`src/rtl/srf_pkg.sv`:
```
package srf_pkg;

  typedef enum logic [2:0] {
    SRF_IDLE      = 3'd0,
    SRF_ENTER     = 3'd1,
    SRF_GUARD     = 3'd2,
    SRF_IN_SR     = 3'd3,
    SRF_EXIT_WAIT = 3'd4
  } srf_state_e;

  // strobes from control to datapath
  typedef struct packed {
    logic issueEntry;  // drive the self-refresh entry command this cycle
    logic ckeLow;      // hold clock enable low
    logic busy;        // sequence in progress, ready deasserted
    logic loadGuard;   // start the post-entry guard count
    logic loadExit;    // start the exit-wait count
    logic finish;      // last exit-wait cycle
  } srf_strobe_t;

endpackage

```
`src/rtl/srf_ctrl.sv`:
```
module srf_ctrl
  import srf_pkg::*;
(
  input  logic        clk,
  input  logic        rstN,
  input  logic        enterReq,
  input  logic        exitReq,
  input  logic        banksIdle,
  input  logic        clkStable,
  input  logic        cntZero,
  output srf_strobe_t strobe
);

  srf_state_e state, stateNext;
  logic exitGo;

  assign exitGo = (state == SRF_IN_SR) && exitReq && clkStable;

  always_comb begin
    stateNext = state;
    unique case (state)
      SRF_IDLE:      if (enterReq && banksIdle) stateNext = SRF_ENTER;
      SRF_ENTER:     stateNext = SRF_GUARD;
      SRF_GUARD:     if (cntZero) stateNext = SRF_IN_SR;
      SRF_IN_SR:     if (exitGo) stateNext = SRF_EXIT_WAIT;
      SRF_EXIT_WAIT: if (cntZero) stateNext = SRF_IDLE;
      default:       stateNext = SRF_IDLE;
    endcase
  end

  always_ff @(posedge clk) begin
    if (!rstN) state <= SRF_IDLE;
    else       state <= stateNext;
  end

  always_comb begin
    strobe.issueEntry = (state == SRF_ENTER);
    strobe.ckeLow     = (state == SRF_ENTER) || (state == SRF_GUARD) || (state == SRF_IN_SR);
    strobe.busy       = (state != SRF_IDLE);
    strobe.loadGuard  = (state == SRF_ENTER);
    strobe.loadExit   = exitGo;
    strobe.finish     = (state == SRF_EXIT_WAIT) && cntZero;
  end

  // no entry while banks are busy
  p_wait_banks_r3: assert property (@(posedge clk) disable iff (!rstN)
    (state == SRF_IDLE && enterReq && !banksIdle) |=> (state == SRF_IDLE));

  // exit refused without a stable clock
  p_exit_needs_clk_r6: assert property (@(posedge clk) disable iff (!rstN)
    (state == SRF_IN_SR && !clkStable) |=> (state == SRF_IN_SR));

  // enter request ignored outside idle
  p_enter_ignored_r10: assert property (@(posedge clk) disable iff (!rstN)
    (state == SRF_EXIT_WAIT && !cntZero) |=> (state == SRF_EXIT_WAIT));

endmodule

```
`src/rtl/srf_datapath.sv`:
```
module srf_datapath
  import srf_pkg::*;
#(
  parameter int GUARD_CYCLES = 4,
  parameter int EXIT_CYCLES  = 20001,
  parameter int CNT_W        = 16
) (
  input  logic        clk,
  input  logic        rstN,
  input  srf_strobe_t strobe,
  output logic        cntZero,
  output logic        cke,
  output logic        csN,
  output logic        rasN,
  output logic        casN,
  output logic        weN,
  output logic        ready,
  output logic        resumePulse
);

  logic [CNT_W-1:0] cnt;

  always_ff @(posedge clk) begin
    if (!rstN)                 cnt <= '0;
    else if (strobe.loadGuard) cnt <= CNT_W'(GUARD_CYCLES - 1);
    else if (strobe.loadExit)  cnt <= CNT_W'(EXIT_CYCLES - 1);
    else if (cnt != '0)        cnt <= cnt - 1'b1;
  end

  assign cntZero = (cnt == '0);

  always_ff @(posedge clk) begin
    if (!rstN) resumePulse <= 1'b0;
    else       resumePulse <= strobe.finish;
  end

  assign cke   = !strobe.ckeLow;
  assign csN   = !strobe.issueEntry;
  assign rasN  = !strobe.issueEntry;
  assign casN  = !strobe.issueEntry;
  assign weN   = 1'b1;
  assign ready = !strobe.busy;

  // checker state: cycles with cke low since the last entry command
  logic [CNT_W-1:0] sinceEntry;
  // checker state: cycles with cke high while not ready
  logic [CNT_W-1:0] waitSeen;

  always_ff @(posedge clk) begin
    if (!rstN) begin
      sinceEntry <= '0;
      waitSeen   <= '0;
    end else begin
      if (!csN) sinceEntry <= '0;
      else if (!cke && sinceEntry != CNT_W'(GUARD_CYCLES)) sinceEntry <= sinceEntry + 1'b1;
      if (ready) waitSeen <= '0;
      else if (cke && waitSeen != CNT_W'(EXIT_CYCLES)) waitSeen <= waitSeen + 1'b1;
    end
  end

  // entry command lasts one cycle
  p_entry_one_cycle_r2: assert property (@(posedge clk) disable iff (!rstN)
    (!csN) |=> csN);

  // guard completed before cke rises
  p_guard_min_r4: assert property (@(posedge clk) disable iff (!rstN)
    $rose(cke) |-> (sinceEntry == CNT_W'(GUARD_CYCLES)));

  // cke falls only with the entry command
  p_cke_fall_entry_r5: assert property (@(posedge clk) disable iff (!rstN)
    $fell(cke) |-> (!csN && !rasN && !casN && weN));

  // full exit wait before ready returns
  p_exit_len_r7: assert property (@(posedge clk) disable iff (!rstN)
    $rose(ready) |-> (waitSeen == CNT_W'(EXIT_CYCLES)));

  // never ready while cke is low
  p_not_ready_sr_r8: assert property (@(posedge clk) disable iff (!rstN)
    (!cke) |-> (!ready));

  // resume is single and coincides with ready
  p_resume_single_r9: assert property (@(posedge clk) disable iff (!rstN)
    resumePulse |-> (ready && $rose(ready)));

  // chip select only with the entry pattern
  p_cs_only_entry_r11: assert property (@(posedge clk) disable iff (!rstN)
    (!csN) |-> (!rasN && !casN && weN && !cke));

endmodule

```
`src/rtl/srf_seq.sv`:
```
module srf_seq
  import srf_pkg::*;
#(
  parameter int GUARD_CYCLES = 4,
  parameter int EXIT_CYCLES  = 20001
) (
  input  logic clk,
  input  logic rstN,
  input  logic enterReq,
  input  logic exitReq,
  input  logic banksIdle,
  input  logic clkStable,
  output logic cke,
  output logic csN,
  output logic rasN,
  output logic casN,
  output logic weN,
  output logic ready,
  output logic resumePulse
);

  localparam int MAX_CNT = (EXIT_CYCLES > GUARD_CYCLES) ? EXIT_CYCLES : GUARD_CYCLES;
  localparam int CNT_W   = $clog2(MAX_CNT + 1) + 1;

  srf_strobe_t strobe;
  logic        cntZero;

  srf_ctrl i_ctrl (
    .clk       (clk),
    .rstN      (rstN),
    .enterReq  (enterReq),
    .exitReq   (exitReq),
    .banksIdle (banksIdle),
    .clkStable (clkStable),
    .cntZero   (cntZero),
    .strobe    (strobe)
  );

  srf_datapath #(
    .GUARD_CYCLES (GUARD_CYCLES),
    .EXIT_CYCLES  (EXIT_CYCLES),
    .CNT_W        (CNT_W)
  ) i_dp (
    .clk         (clk),
    .rstN        (rstN),
    .strobe      (strobe),
    .cntZero     (cntZero),
    .cke         (cke),
    .csN         (csN),
    .rasN        (rasN),
    .casN        (casN),
    .weN         (weN),
    .ready       (ready),
    .resumePulse (resumePulse)
  );

endmodule

```
`config.mk`:
```
export PLATFORM = sky130hd
export DESIGN_NAME = srf_seq
export DESIGN_NICKNAME = d
export VERILOG_FILES = /design/src/rtl/srf_pkg.sv /design/src/rtl/srf_ctrl.sv /design/src/rtl/srf_datapath.sv /design/src/rtl/srf_seq.sv
export SDC_FILE = /design/constraint.sdc
export NUM_CORES = 1
export LEC_CHECK = 0
export ABC_CLOCK_PERIOD_IN_PS = 2500
export BUFFER_PORTS_ARGS = -buffer_cell sky130_fd_sc_hd__buf_2
export CORE_AREA = 2 2 59 61
export CTS_CLUSTER_SIZE = 8
export DETAILED_ROUTE_END_ITERATION = 10
export DIE_AREA = 0 0 61 63
export SKIP_LAST_GASP = 1
export SLEW_MARGIN = 25
export SYNTH_ARGS = -nofsm -noshare
export SYNTH_HDL_FRONTEND = slang
export SYNTH_SLANG_ARGS = --single-unit
```
`constraint.sdc`:
```
create_clock -name clk -period 2.5 [get_ports clk]
set_clock_uncertainty 0.2 [all_clocks]
set_input_delay 0.125 -clock clk [delete_from_list [all_inputs] [get_ports clk]]
set_output_delay 0.125 -clock clk [all_outputs]
set_load 0.01 [all_outputs]
```
## Word level (Yosys, flattened, before mapping)

Index checks and enable logic that the tools add are counted.

| operators by class | value |
|---|---|
| $add $sub $neg | 1 |
| eq/ne operators | 8 |
| multiplexer cells | 8 |
| bitwise logic cells | 1 |
| reductions and logical operators | 18 |

Operator list:

| kind | number |
|---|---|
| two-way mux 15 bit | 2 |
| zero test 16 bit | 1 |
| nonzero test 16 bit | 1 |
| subtractor 16 x 1 -> 16 bit (second input constant) | 1 |
| one-hot mux 3 bit (5 select lines) | 1 |
| two-way mux 3 bit | 4 |
| inequality test 2 x 1 -> 1 bit (second input constant) | 4 |
| equality test 3 x 2 -> 1 bit (second input constant) | 2 |
| nonzero test 3 bit | 2 |
| logical AND 1 bit | 4 |
| AND reduction 4 bit | 1 |
| equality test 3 x 1 -> 1 bit (second input constant) | 1 |
| equality test 3 bit (second input constant) | 1 |
| zero test 1 bit | 3 |
| zero test 3 bit | 1 |
| OR reduction 3 bit | 1 |
| logical OR 1 bit | 2 |
| two-way mux 2 bit | 1 |
| nonzero test 2 bit | 1 |
| OR reduction 2 bit | 1 |
| NOT 1 bit | 1 |

| word-level totals | value |
|---|---|
| flip-flop bits (word level) | 20 |
| output and inout port bits | 7 |

## Longest topological paths before layout

Gate-level depths: netlist (run 1).

| depth | value |
|---|---|
| word-level depth | 5 |
| gate-level depth with buffers | 7 |
| mapped depth without buffers | 6 |

## By module

A second synthesis (run 1) with hierarchy kept.

| unflattened totals | value |
|---|---|
| cell total of the unflattened synthesis | 126 |
| area total of the unflattened synthesis | 1124.8 µm² |

By module, submodules not included:

| module | instances | cells each | area each (µm²) | sequential area each (µm²) |
|---|---|---|---|---|
| srf_datapath | 1 | 106 | 950.9 | 340.3 |
| srf_ctrl | 1 | 20 | 173.9 | 60.1 |

## Worst setup path after synthesis (run 1)

No wires, ideal clock.

| timing path | value |
|---|---|
| path type | register -> register |
| start point | register i_dp.cnt[6] |
| end point | register i_dp.cnt[13] |
| library setup time | 0.121 ns |
| data arrival time | 1.685 ns |
| data required time | 2.179 ns |
| setup slack | 0.494 ns |
| cell stages (with the launch flop) | 5 |
| buffers on the path | 0 |
| clock period less this slack | 2.006 ns |
| path through | dfxtp_1 > or4_4 > a2111oi_4 > nand3b_2 > mux2_4 |

| between the ends | value |
|---|---|
| longest elaborated chain between the ends | 1 |

Ends and longest elaborated chain:

| element | line | source |
|---|---|---|
| start, declared | srf_datapath.sv:21 | `logic [CNT_W-1:0] cnt;` |
| start signal, assigned | srf_datapath.sv:25 | `else if (strobe.loadGuard) cnt <= CNT_W'(GUARD_CYCLES - 1);` |
| start signal, assigned | srf_datapath.sv:26 | `else if (strobe.loadExit) cnt <= CNT_W'(EXIT_CYCLES - 1);` |
| start signal, assigned | srf_datapath.sv:27 | `else if (cnt != '0) cnt <= cnt - 1'b1;` |
| subtractor 16 x 1 -> 16 bit / nonzero test 16 bit (equally long branches) | srf_datapath.sv:27 |  |

Parallel ways exist; a longest one is shown, timed or not.
A chain may end at the register's enable or synchronous reset.

## Worst setup path in the final report (run 1)

Same ends and word-level chain as after synthesis.

==> results of run 1 <==
worst max path at each step:
stage	start	to	slack [ps]	cells after the start
CTS	i_dp.cnt[6]$_SDFFE_PP0P_	i_dp.cnt[13]$_SDFFE_PP0P_	380	4
global route	i_dp.cnt[0]$_SDFFE_PN0P_	i_dp.cnt[10]$_SDFFE_PP0P_	220	6
detailed placement	i_dp.cnt[6]$_SDFFE_PP0P_	i_dp.cnt[13]$_SDFFE_PP0P_	410	4
finish	i_dp.cnt[6]$_SDFFE_PP0P_	i_dp.cnt[13]$_SDFFE_PP0P_	370	4
global placement	i_dp.cnt[6]$_SDFFE_PP0P_	i_dp.cnt[13]$_SDFFE_PP0P_	400	4
floorplan	i_dp.cnt[6]$_SDFFE_PP0P_	i_dp.cnt[13]$_SDFFE_PP0P_	490	4
critical path, cell delays in order (launching register included):
cell and delay [ps]:
dfxtp_1 380, or4_4 600, a2111oi_4 420, nand3b_2 120, mux2_4 300
logic make-up after synthesis:
family	count (synthesis)	synth area share, %
compound gates	29	18.4
xor+xnor	1	0.781
buf+inv	10	4.46
fa+ha+maj	1	1.12
flops	20	35.7
mux	4	4.24
simple gates	68	34.9
other cells	1	0.335
area by class of cell:
cell class | count | area, µm² | share of cell area, %
Sequential cell | 20 | 400 | 32.1
Tap cell | 46 | 57.6 | 4.61
Timing Repair Buffer | 14 | 85.1 | 6.82
Inverter | 3 | 11.3 | 0.903
Multi-Input combinational cell | 104 | 671 | 53.8
Clock buffer | 3 | 22.5 | 1.81
cells in the final DEF (no fill, tap or decap), types with 3 or more instances in the layout:
| cell type | synthesis | routed |
|---|---|---|
| dfxtp_1 | 20 | 20 |
| buf_2 | 1 | 11 |
| or3_1 | 4 | 4 |
| and2_1 | 3 | 3 |
| a21oi_1 | 6 | 6 |
| nand3_1 | 4 | 4 |
| inv_1 | 3 | 3 |
| o21ai_0 | 6 | 6 |
| nor2_1 | 10 | 10 |
| nand4_1 | 3 | 3 |
| nand2_1 | 15 | 15 |
| clkbuf_4 | 0 | 3 |
| dlygate4sd3_1 | 0 | 3 |
| or4_1 | 4 | 4 |
| a31oi_1 | 4 | 4 |
| nor3_1 | 7 | 7 |
state kept, by name (all words and copies together) (netlist names):
signal and flops:
i_dp.cnt 16, i_dp.resumePulse 1, i_ctrl.state 3
layer usage:
layer  GRT usage, %  routed length (µm)
met2           22.0                1120
met1           19.1                1170
met5              0                   0
met4           2.99                  23
met3           4.55                 106
per-stage QoR:
step           instance area, µm²  hold slack (ps)  std cells  setup slack [ps]  total power, mW
2_1_floorplan                1120              114        134               494             1.25
3_3_place_gp                 1190              235        184               395             1.40
3_5_place_dp                 1190              243        184               415             1.41
4_1_cts                      1250             16.0        190               385             1.57
5_1_grt                      1250             32.9        190               224             1.72
6_report                     1250             25.9        190               374             1.57
where the power goes:
group	switching (mW)	internal, mW	leakage, nW
Sequential	0.127	0.412	0.164
Clock	0.0957	0.0562	0.0138
Combinational	0.474	0.407	0.285
Total	0.697	0.875	0.463
what timing repair did:
| item | 4_1_cts | 5_1_grt |
|---|---|---|
| hold endpoints to repair | 6 | 0 |
| resized for setup | 0 | 0 |
| hold buffers | 3 | 0 |
==> flow_metrics.env, run 1 <==
export IMPL_synth_ff_type="dfxtp_1"
export IMPL_worstMarginPinSlew_ps=715
export IMPL_nFillCells=333
export IMPL_rsz0062_at_grt="false"
export IMPL_clk_pin_slew_ps=110
export IMPL_coreArea_um2=3230
export IMPL_synth_top_area_cell="dfxtp_1"
export IMPL_clock_root_buffer="clkbuf_4"
export IMPL_final_nets=153
export IMPL_critPathKind="reg2reg"
export IMPL_utilization_pct=38.6
export IMPL_grt_max_degree=11
export IMPL_netlist_area_um2=1120
export IMPL_rr_worst_depth=4
export IMPL_avgSynthCellArea_um2=8.37
export IMPL_finalSetupViolCount=0
export IMPL_firstDrtPassIters=4
export IMPL_dieArea_um2=3840
export IMPL_fin_crit_ps=2130
export IMPL_crit_path_end_kind="flop"
export IMPL_grt_ovfl_total=0
export IMPL_portBuffers=11
export IMPL_die_w_um=61
export IMPL_pin_count=13
export IMPL_holdCritPathClass="in2reg"
export IMPL_synth_cell_type_count=45
export IMPL_ys_top_cells_by_count="dfxtp_1 (20), nand2_1 (15), nor2_1 (10)"
export IMPL_grt_util_all_layers_pct=14.2
export IMPL_drc=0
export IMPL_cp_required_ps=2500
export IMPL_hold_depth=3
export IMPL_post_route_period_util_pct=85.0
export IMPL_antenna_found_initial=0
export IMPL_grt_pass1_vias=984
export IMPL_leakagePower_nw=0.463
export IMPL_maxCapViolations=0
export IMPL_synthMostInstantiatedCell="dfxtp_1"
export IMPL_avgRoutedWirePerCell_um=12.7
export IMPL_cp_arrival_ps=2130
export IMPL_drt_vias_per_instance=5.33
export IMPL_rr_endpoint="i_dp.cnt[13]$_SDFFE_PP0P_"
export IMPL_holdPathEnd="i_ctrl.state[1]$_SDFFE_PN0P_"
export IMPL_clock_sinks=20
export IMPL_cts_setup_buffers=0
export IMPL_layout_area_overhead_vs_synth_pct=11.3
export IMPL_p_per_area_nw_per_um2=1260
export IMPL_syn_inst=134
export IMPL_grt_pass1_wl_um=4310
export IMPL_ir_worst_vdd_uv=466
export IMPL_cts_tree="built"
export IMPL_syn_num_nets=141
export IMPL_status="completed"
export IMPL_place_hpwl_um=1830
export IMPL_start_kind="flop"
export IMPL_async_flop_share_pct=0
export IMPL_cts_buffers=3
export IMPL_gp_congestion=0.789
export IMPL_drive_gt1_share_pct=16.7
export IMPL_num_rows=21
export IMPL_drt_iter0_drc=22
export IMPL_synth_warnings=0
export IMPL_crit_fanout=7
export IMPL_ys_seq_area_share_pct=35.7
export IMPL_reg2reg_from="i_dp.cnt[6]$_SDFFE_PP0P_"
export IMPL_netlist_top_cells_area="dfxtp_1 (36%), nand2_1 (5.0%), nor2_1 (3.3%)"
export IMPL_die_height_um=63
export IMPL_hold_violations=0
export IMPL_tns_ps=0
export IMPL_maxSlewHeadroom_pct=52.2
export IMPL_ys_seq_elements=20
export IMPL_start_util_pct=34.7
export IMPL_hold_start="clkStable"
export IMPL_synth_edf_count=0
export IMPL_synth_top_area_share_pct=35.7
export IMPL_cts_max_level=1
export IMPL_clock_latency_ps=300
export IMPL_wl_um=2420
export IMPL_diodes=0
export IMPL_antenna_left=0
export IMPL_clockBufferDepth=2
export IMPL_reg2reg_slack_ps=370
export IMPL_max_freq_mhz=470
export IMPL_finalMaxSlewViolations=0
export IMPL_vias=1013
(Power assumes the default switching activity.)
==> run 2, diff against run 1 <==
--- a/config.mk
+++ b/config.mk
@@ -11,6 +11,7 @@
 export CTS_CLUSTER_SIZE = 8
 export DETAILED_ROUTE_END_ITERATION = 10
 export DIE_AREA = 0 0 61 63
+export PLACE_DENSITY_LB_ADDON = 0.1
 export SKIP_LAST_GASP = 1
 export SLEW_MARGIN = 25
 export SYNTH_ARGS = -nofsm -noshare
==> flow_metrics.env, run 2 (synthesized netlist as in run 1, its figures left out) <==
export IMPL_coreArea_um2=3230
export IMPL_finalMaxSlewViolations=0
export IMPL_status="completed"
export IMPL_die_height_um=63
export IMPL_largest_register="i_dp.cnt"
export IMPL_max_freq_mhz=462
export IMPL_leakagePower_nw=0.474
export IMPL_clock_sinks=20
export IMPL_maxSlewHeadroom_pct=50.7
export IMPL_layout_area_overhead_vs_synth_pct=13.2
export IMPL_clockBufferDepth=2
export IMPL_finalSetupViolCount=0
export IMPL_dieArea_um2=3840
export IMPL_use_met1_pct=19.4
export IMPL_clk_pin_slew_ps=120
export IMPL_gp_congestion=0.769
export IMPL_whs_ps=14.2
export IMPL_start_kind="flop"
export IMPL_avgRoutedWirePerCell_um=13.1
export IMPL_maxCapViolations=0
export IMPL_cts_max_level=1
export IMPL_nFillCells=353
export IMPL_place_hpwl_um=1900
export IMPL_drive_gt1_share_pct=17.8
export IMPL_grt_pass1_vias=937
export IMPL_clock_latency_ps=310
export IMPL_cts_buffers=3
export IMPL_ir_worst_vdd_uv=540
export IMPL_multi_input_area_um2=671
export IMPL_reg_top3="i_dp.cnt x16, i_ctrl.state x3, i_dp.resumePulse x1"
export IMPL_cts_tree="built"
export IMPL_fin_ws_ps=333
export IMPL_rsz0062_at_grt="false"
export IMPL_cts_setup_buffers=0
export IMPL_final_common_cell="dfxtp_1"
export IMPL_critPathKind="reg2reg"
export IMPL_drt_iter0_drc=39
export IMPL_vias=1029
export IMPL_crit_path_end_kind="flop"
export IMPL_portBuffers=11
export IMPL_grt_ovfl_total=0
export IMPL_tns_ps=0
export IMPL_diodes=0
export IMPL_final_nets=154
export IMPL_grt_max_degree=12
export IMPL_holdCritPathClass="in2reg"
export IMPL_antenna_found_initial=0
export IMPL_largest_register_ffs=16
export IMPL_num_rows=21
export IMPL_fin_crit_ps=2170
export IMPL_utilization_pct=39.3
export IMPL_clock_root_buffer="clkbuf_4"
export IMPL_worstMarginPinSlew_ps=737
export IMPL_seq_area_um2=400
export IMPL_hold_violations=0
export IMPL_pin_count=13
export IMPL_crit_fanout=7
export IMPL_final_cell_mix="dfxtp_1 (20), nand2_1 (15), buf_2 (11)"
export IMPL_grt_use_met3_pct=3.73
export IMPL_drc=0
export IMPL_grt_pass1_wl_um=4370
export IMPL_drt_vias_per_instance=5.36
export IMPL_busiest_layer="met2"
export IMPL_wl_um=2510
export IMPL_post_route_period_util_pct=86.7
export IMPL_p_per_area_nw_per_um2=1290
export IMPL_cp_arrival_ps=2170
export IMPL_preCtsSetupSlack_ps=357
export IMPL_firstDrtPassIters=4
export IMPL_die_w_um=61
export IMPL_grt_util_all_layers_pct=14.8
export IMPL_antenna_left=0
export IMPL_start_util_pct=34.7
export IMPL_cp_required_ps=2510
export IMPL_grtUsageMet2_pct=24.3
[run 2: changes by cell type in the layout (fill, tap and decap cells not counted), sizes merged]
cell    previous run  this run
buf               11        12
clkbuf             3         4
[run 2: path summary, 6_finish.rpt]
path | startpoint | to | slack, ps | cells past startpoint
max | i_dp.cnt[6]$_SDFFE_PP0P_ | i_dp.cnt[13]$_SDFFE_PP0P_ | 330 | 4
min | clkStable | i_ctrl.state[1]$_SDFFE_PN0P_ | 10 | 3
max reg2reg | i_dp.cnt[6]$_SDFFE_PP0P_ | i_dp.cnt[13]$_SDFFE_PP0P_ | 330 | 4
min reg2reg | i_dp.cnt[15]$_SDFFE_PP0P_ | i_dp.cnt[15]$_SDFFE_PP0P_ | 310 | 2
[run 2: cell type report]
class,count,share of cell area (%)
repair buffers,15,7.30
multi-input cells,104,52.9
clock buffers,4,2.86
inverters,3,0.888
well taps,46,4.54
flip-flops and latches,20,31.6
[run 2: power breakdown]
group | switching [mW] | internal (mW)
logic | 0.486 | 0.423
clock network | 0.107 | 0.0889
registers | 0.122 | 0.412
total | 0.715 | 0.924
[run 2: worst max-delay path, cell delays in order (launching register included)]
cell and delay [ps]:
dfxtp_1 390, or4_4 600, a2111oi_4 440, nand3b_2 130, mux2_4 300
[run 2: repair_timing]
item / CTS / global route
gates resized for setup: 0 / 0
endpoints found under the hold margin: 6 / 0
hold buffers: 3 / 0
[run 2: through the flow]
stage | instances | power [mW] | cell area [µm²]
after global routing | 192 | 1.79 | 1270
after floorplan | 134 | 1.25 | 1120
after detailed placement | 185 | 1.45 | 1200
after CTS | 192 | 1.65 | 1270
after global placement | 185 | 1.44 | 1200
final | 192 | 1.64 | 1270
[run 2: routing by layer]
layer,share of wire (%),vias up
met5,0,-
met4,0.88,0
met3,5.3,2
met2,49,31
met1,45,480
li1,-,516
